===== src/rtl/pgc_pkg.sv =====
package pgc_pkg;

  typedef enum logic [2:0] {
    ST_IDLE   = 3'd0,
    ST_CORE   = 3'd1,
    ST_VRWAIT = 3'd2,
    ST_HUB    = 3'd3,
    ST_SYS    = 3'd4,
    ST_UP     = 3'd5,
    ST_STALL  = 3'd6
  } seq_state_e;

  // Largest of four millisecond limits, sizes the stage counter.
  function automatic int unsigned max4(input int unsigned a, input int unsigned b,
                                       input int unsigned c, input int unsigned d);
    int unsigned m;
    m = a;
    if (b > m) m = b;
    if (c > m) m = c;
    if (d > m) m = d;
    return m;
  endfunction

  // Counter width holding values 0..n-1 (at least one bit).
  function automatic int unsigned cnt_width(input int unsigned n);
    return (n > 1) ? $clog2(n) : 1;
  endfunction

  // True for the states that consume millisecond ticks.
  function automatic logic is_timed(input seq_state_e s);
    return (s == ST_CORE) || (s == ST_VRWAIT) || (s == ST_HUB) || (s == ST_SYS);
  endfunction

endpackage


===== src/rtl/pgc_tick_gen.sv =====
module pgc_tick_gen #(
  parameter int unsigned TICK_DIV = 100000
) (
  input  logic clk,
  input  logic rst_n,
  input  logic restart,
  output logic tick
);
  import pgc_pkg::*;

  localparam int unsigned CW = cnt_width(TICK_DIV);
  localparam logic [CW-1:0] LAST = CW'(TICK_DIV - 1);

  logic [CW-1:0] div_q;

  assign tick = (div_q == LAST);

  always_ff @(posedge clk or negedge rst_n) begin
    if (!rst_n)              div_q <= '0;
    else if (restart || tick) div_q <= '0;
    else                     div_q <= div_q + 1'b1;
  end

  generate
    if (TICK_DIV > 1) begin : g_spacing
      // Ticks are at least one cycle apart (R3 timing base).
      p_tick_spacing_r3: assert property (@(posedge clk) disable iff (!rst_n)
        tick |=> !tick);
    end
  endgenerate

endmodule


===== src/rtl/pgc_stage_timer.sv =====
module pgc_stage_timer #(
  parameter int unsigned CW = 6
) (
  input  logic          clk,
  input  logic          rst_n,
  input  logic          restart,
  input  logic          run,
  input  logic          tick,
  input  logic [CW-1:0] limit,
  output logic          expire
);

  logic [CW-1:0] ms_q;

  assign expire = run && tick && (ms_q == limit - 1'b1);

  always_ff @(posedge clk or negedge rst_n) begin
    if (!rst_n)            ms_q <= '0;
    else if (restart)      ms_q <= '0;
    else if (run && tick)  ms_q <= ms_q + 1'b1;
  end

  // A stage never counts past its own limit (R4 window bound).
  p_no_overflow_r4: assert property (@(posedge clk) disable iff (!rst_n)
    (run && !restart) |-> (ms_q < limit));

endmodule


===== src/rtl/pgc_seq_fsm.sv =====
module pgc_seq_fsm #(
  parameter int unsigned CORE_DLY_MS = 2,
  parameter int unsigned VR_TMO_MS   = 50,
  parameter int unsigned HUB_DLY_MS  = 2,
  parameter int unsigned SYS_DLY_MS  = 45,
  parameter int unsigned CW          = 6
) (
  input  logic          clk,
  input  logic          rst_n,
  input  logic          sys_pg,
  input  logic          vr_rdy,
  input  logic          tick,
  input  logic          expire,
  output logic          stage_start,
  output logic          run,
  output logic [CW-1:0] limit,
  output logic          tmo_event,
  output logic          core_q,
  output logic          hub_q,
  output logic          sysok_q,
  output logic          vr_timeout_q
);
  import pgc_pkg::*;

  seq_state_e state_q, state_d;
  logic core_set, hub_set, sys_set;

  always_comb begin
    state_d   = state_q;
    tmo_event = 1'b0;
    core_set  = 1'b0;
    hub_set   = 1'b0;
    sys_set   = 1'b0;
    if (!sys_pg) begin
      state_d = ST_IDLE;
    end else begin
      unique case (state_q)
        ST_IDLE: state_d = ST_CORE;
        ST_CORE: if (expire) begin
          state_d  = ST_VRWAIT;
          core_set = 1'b1;
        end
        ST_VRWAIT: if (tick) begin
          if (vr_rdy) begin
            state_d = ST_HUB;
          end else if (expire) begin
            state_d   = ST_STALL;
            tmo_event = 1'b1;
          end
        end
        ST_HUB: if (expire) begin
          state_d = ST_SYS;
          hub_set = 1'b1;
        end
        // Final release is taken only inside the sys_pg-high branch.
        ST_SYS: if (expire) begin
          state_d = ST_UP;
          sys_set = 1'b1;
        end
        ST_UP:    state_d = ST_UP;
        ST_STALL: state_d = ST_STALL;
        default:  state_d = ST_IDLE;
      endcase
    end
  end

  assign stage_start = (state_d != state_q);
  assign run         = is_timed(state_q);

  always_comb begin
    unique case (state_q)
      ST_CORE:   limit = CW'(CORE_DLY_MS);
      ST_VRWAIT: limit = CW'(VR_TMO_MS);
      ST_HUB:    limit = CW'(HUB_DLY_MS);
      ST_SYS:    limit = CW'(SYS_DLY_MS);
      default:   limit = '0;
    endcase
  end

  always_ff @(posedge clk or negedge rst_n) begin
    if (!rst_n) begin
      state_q      <= ST_IDLE;
      core_q       <= 1'b0;
      hub_q        <= 1'b0;
      sysok_q      <= 1'b0;
      vr_timeout_q <= 1'b0;
    end else begin
      state_q <= state_d;
      if (!sys_pg || tmo_event) begin
        core_q  <= 1'b0;
        hub_q   <= 1'b0;
        sysok_q <= 1'b0;
      end else begin
        if (core_set) core_q  <= 1'b1;
        if (hub_set)  hub_q   <= 1'b1;
        if (sys_set)  sysok_q <= 1'b1;
      end
      if (!sys_pg)        vr_timeout_q <= 1'b0;
      else if (tmo_event) vr_timeout_q <= 1'b1;
    end
  end

  p_clear_on_drop_r2: assert property (@(posedge clk) disable iff (!rst_n)
    !sys_pg |=> (!core_q && !hub_q && !sysok_q));
  p_tmo_effect_r5: assert property (@(posedge clk) disable iff (!rst_n)
    tmo_event |=> (vr_timeout_q && !core_q));
  p_release_after_hub_r6: assert property (@(posedge clk) disable iff (!rst_n)
    $rose(sysok_q) |-> $past(hub_q) && $past(sys_pg));
  p_core_hold_r7: assert property (@(posedge clk) disable iff (!rst_n)
    (core_q && sys_pg && !tmo_event) |=> core_q);
  p_hub_hold_r7: assert property (@(posedge clk) disable iff (!rst_n)
    (hub_q && sys_pg) |=> hub_q);
  p_sys_hold_r7: assert property (@(posedge clk) disable iff (!rst_n)
    (sysok_q && sys_pg) |=> sysok_q);
  p_flag_clear_r8: assert property (@(posedge clk) disable iff (!rst_n)
    !sys_pg |=> !vr_timeout_q);
  p_flag_sticky_r8: assert property (@(posedge clk) disable iff (!rst_n)
    (vr_timeout_q && sys_pg) |=> vr_timeout_q);
  p_stall_quiet_r9: assert property (@(posedge clk) disable iff (!rst_n)
    (state_q == ST_STALL) |-> (!core_q && !hub_q && !sysok_q));
  p_order_hub_r10: assert property (@(posedge clk) disable iff (!rst_n)
    hub_q |-> core_q);
  p_order_sys_r10: assert property (@(posedge clk) disable iff (!rst_n)
    sysok_q |-> hub_q);

endmodule


===== src/rtl/pwrgood_chain.sv =====
module pwrgood_chain #(
  parameter int unsigned TICK_DIV    = 100000,
  parameter int unsigned CORE_DLY_MS = 2,
  parameter int unsigned VR_TMO_MS   = 50,
  parameter int unsigned HUB_DLY_MS  = 2,
  parameter int unsigned SYS_DLY_MS  = 45
) (
  input  logic clk,
  input  logic rst_n,
  input  logic sys_pg,
  input  logic vr_rdy,
  output logic core_pg,
  output logic hub_ok,
  output logic sys_ok,
  output logic vr_timeout
);
  import pgc_pkg::*;

  localparam int unsigned MAX_MS = max4(CORE_DLY_MS, VR_TMO_MS, HUB_DLY_MS, SYS_DLY_MS);
  localparam int unsigned MS_CW  = cnt_width(MAX_MS + 1);

  logic            tick;
  logic            expire;
  logic            stage_start;
  logic            run;
  logic [MS_CW-1:0] limit;
  logic            tmo_event;
  logic            core_q, hub_q, sysok_q;

  pgc_tick_gen #(.TICK_DIV(TICK_DIV)) u_tick (
    .clk     (clk),
    .rst_n   (rst_n),
    .restart (stage_start),
    .tick    (tick)
  );

  pgc_stage_timer #(.CW(MS_CW)) u_timer (
    .clk     (clk),
    .rst_n   (rst_n),
    .restart (stage_start),
    .run     (run),
    .tick    (tick),
    .limit   (limit),
    .expire  (expire)
  );

  pgc_seq_fsm #(
    .CORE_DLY_MS (CORE_DLY_MS),
    .VR_TMO_MS   (VR_TMO_MS),
    .HUB_DLY_MS  (HUB_DLY_MS),
    .SYS_DLY_MS  (SYS_DLY_MS),
    .CW          (MS_CW)
  ) u_fsm (
    .clk          (clk),
    .rst_n        (rst_n),
    .sys_pg       (sys_pg),
    .vr_rdy       (vr_rdy),
    .tick         (tick),
    .expire       (expire),
    .stage_start  (stage_start),
    .run          (run),
    .limit        (limit),
    .tmo_event    (tmo_event),
    .core_q       (core_q),
    .hub_q        (hub_q),
    .sysok_q      (sysok_q),
    .vr_timeout_q (vr_timeout)
  );

  // Loss of system power-good removes every enable without waiting for a clock edge.
  assign core_pg = core_q  & sys_pg;
  assign hub_ok  = hub_q   & sys_pg;
  assign sys_ok  = sysok_q & sys_pg;

  p_rise_only_with_pg_r3: assert property (@(posedge clk) disable iff (!rst_n)
    $rose(core_q) |-> $past(sys_pg));

endmodule


===== config.mk =====
export PLATFORM = sky130hd
export DESIGN_NAME = pwrgood_chain
export DESIGN_NICKNAME = d
export VERILOG_FILES = /design/src/rtl/pgc_pkg.sv /design/src/rtl/pgc_tick_gen.sv /design/src/rtl/pgc_stage_timer.sv /design/src/rtl/pgc_seq_fsm.sv /design/src/rtl/pwrgood_chain.sv
export SDC_FILE = /design/constraint.sdc
export NUM_CORES = 1
export LEC_CHECK = 0
export BUFFER_PORTS_ARGS = -buffer_cell sky130_fd_sc_hd__buf_2
export CAP_MARGIN = 5
export CORE_MARGIN = 2
export CORE_UTILIZATION = 55
export CTS_BUF_LIST = sky130_fd_sc_hd__clkbuf_8
export CTS_CLUSTER_DIAMETER = 80
export DETAILED_ROUTE_END_ITERATION = 10
export PLACE_DENSITY = 0.72
export SLEW_MARGIN = 20
export SYNTH_ARGS = -nofsm -noshare
export SYNTH_HDL_FRONTEND = slang
export SYNTH_HIERARCHICAL = 1
export SYNTH_SLANG_ARGS = --single-unit

===== constraint.sdc =====
create_clock -name clk -period 3.4 [get_ports clk]
set_input_delay 0.17 -clock clk [delete_from_list [all_inputs] [get_ports clk]]
set_output_delay 0.17 -clock clk [all_outputs]
set_load 0.01 [all_outputs]

==> out/qor.yml <==
run_status:
  outcome: "finished clean"
flow_run:
  max_capacitance_violation_count: 0
sta:
  worst_slew_margin_rel_pct: 55.7
  highest_clock_frequency_the_design_can_meet_mhz: 328
  finalSetupViolCount: 0
  final_min_period_over_clock_period_pct: 89.7
  fin_setup_tns_ns: 0
  finalClockSkew_ns: 0.0105
  hold_violations: 0
  tightest_slew_ns: 0.665
  rsz0062_at_grt: "no"
  fin_crit_ns: 3.05
  final-max-slew-violation-count: 0
worst_setup_path:
  crit_required_ns: 3.56
  critical_path_peak_fanout: 16
  worst_ep_arrival_time_ns: 3.21
  endpoint_kind: "register"
  criticalPathCategory: "register to register"
  timing.critical_path.from_type: "register"
  timing.reg2reg.setup_slack_ns: 0.35
clocking:
  htree_num_levels: 2
  cts_buffers: 5
  clk_pin_slew_ns: 0.07
  numClockSinks: 30
  postCtsResizedCells: 0
  post_cts_hold_buffer_count: 1
  post_cts_buffers: 0
  worstSkewPairLatency_ns: 0.29
  tritoncts_clock_tree: "built"
  clk_path_buf_depth: 2
  root_buffer: "clkbuf_8"
floorplanning:
  coreArea_um2: 3080
  die-height_um: 61.1
  die_area_um2: 3730
  num_rows: 20
  num_io_pins: 8
  initial_utilization_pct: 58.2
  die_width_um: 61.1
pwr:
  power.ir.vdd_worst_mv: 0.252
  leakage_nw: 0.803
  powerDensity_nw_per_um2: 341
drt:
  avgViaCountPerCell: 5.39
  totalWireLength_um: 3410
  met3_length_um: 158
  drt-met1-wl_um: 1500
  wl_met2_um: 1650
  drcViolationCount: 0
  dr.max_layer_used: "met4"
  ant_nets: 0
  dr.pass1.iters: 4
  route.vias.total: 1363
  per_cell_routed_wire_length_um: 13.5
  drt_first_iter_violations: 71
hold_path:
  hp-class: "input port to register"
global_routing:
  grt_remaining_overflow: 0
  grt_usage_pct: 21.0
  grt_pass1_vias: 1305
  grt_antenna_before_repair: 0
  grt_max_degree: 31
  grt_first_pass_wirelength_um: 5710
finish:
  layoutNonFillerInstCount: 253
  layout.nets: 216
  antenna_cells: 0
  final_layout_size_suffix_gt1_share_pct: 13.9
  synthToLayoutAreaGrowth_pct: 9.08
synthesis:
  post_synth_inst_count: 197
  syn_area_per_cell_um2: 9.09
  syn_nets: 204
  synthesis.area_um2: 1790
  yosys_warnings: 6
placed_design:
  detailed_place_hpwl_um: 2400
  routabilityCongestion: 0.837
  placed_cells_incl_taps: 245
  port_buffers: 7
==> sequential cells by signal, indices dropped and copies added, names as in the netlist <==
signal	flops
u_tick/div_q	17
u_timer/ms_q	6
u_fsm/state_q	3
u_fsm/vr_timeout_q	1
u_fsm/sysok_q	1
u_fsm/hub_q	1
u_fsm/core_q	1
==> area by class of cell <==
| class | instances | area [um^2] |
|---|---|---|
| Clock inverter | 2 | 7.51 |
| Clock buffer | 5 | 68.8 |
| Timing Repair Buffer | 15 | 97.6 |
| Inverter | 8 | 30.0 |
| Sequential cell | 30 | 751 |
| Multi-Input combinational cell | 149 | 943 |
| Fill cell | 273 | 1120 |
| Tap cell | 44 | 55.1 |
==> critical path, cell delays in order (launching register included) <==
cell	delay, ns
dfrtp_1	0.39
ha_1	0.22
nand4_1	0.24
nor4_2	0.33
and2_1	0.31
o2111ai_1	0.17
a2111oi_2	0.26
buf_4	0.21
nand2b_1	0.06
a21oi_1	0.14
nor3_1	0.06
o21ai_1	0.16
or2_1	0.12
buf_4	0.19
nor2_1	0.07
==> placed cells by master, fill, tap and decap left out, drive strengths merged, types with 2 or more instances in the layout <==
cell and count:
dfrtp 30, nand2 11, ha 3, buf 14
nand4bb 3, nor3 7, xor2 7, nor4 4
o21ai 3, nand3b 2, nand2b 4, clkbuf 5
a31oi 3, nor2b 2, nand4 7, nand3 8
inv 10, nor2 38, and2 6, or2 3
xnor2 20, a21oi 6
==> power by group <==
group,internal (W),total [W],leakage [nW],switching [W]
Sequential,0.000361,0.000365,0.415,0.00000401
Combinational,0.0000148,0.0000421,0.342,0.0000273
Clock,0.000134,0.000259,0.0466,0.000125
==> stage by stage <==
step           total power, W  setup slack, ns  instance area [um^2]  utilization, %  hold WS, ns
6_report             0.000666            0.351                  1950            63.5        0.220
3_3_place_gp         0.000412            0.405                  1870            60.7        0.228
5_1_grt              0.000694           0.0120                  1950            63.5        0.219
2_1_floorplan        0.000399           0.0639                  1790               -       -0.126
3_5_place_dp         0.000414            0.368                  1870            60.7        0.243
4_1_cts              0.000677            0.342                  1950            63.5        0.212
==> routing by layer <==
layer	global-route usage [%]	up-vias
met1	25.6	629
met5	0	-
met2	34.2	37
met4	10.2	0
li1	-	687
met3	6.09	10
==> worst paths after layout <==
path	from	endpoint	cells past startpoint
min in group asynchronous	rst_n	u_fsm/state_q[0]	2
setup reg to reg	u_tick/div_q[0]	u_tick/div_q[6]	14
setup / recovery	u_tick/div_q[0]	u_tick/div_q[6]	14
hold / removal	sys_pg	u_fsm/state_q[0]	3
max in group asynchronous	rst_n	u_tick/div_q[1]	2
hold reg to reg	u_tick/div_q[0]	u_tick/div_q[0]	1
(Power assumes the default switching activity.)
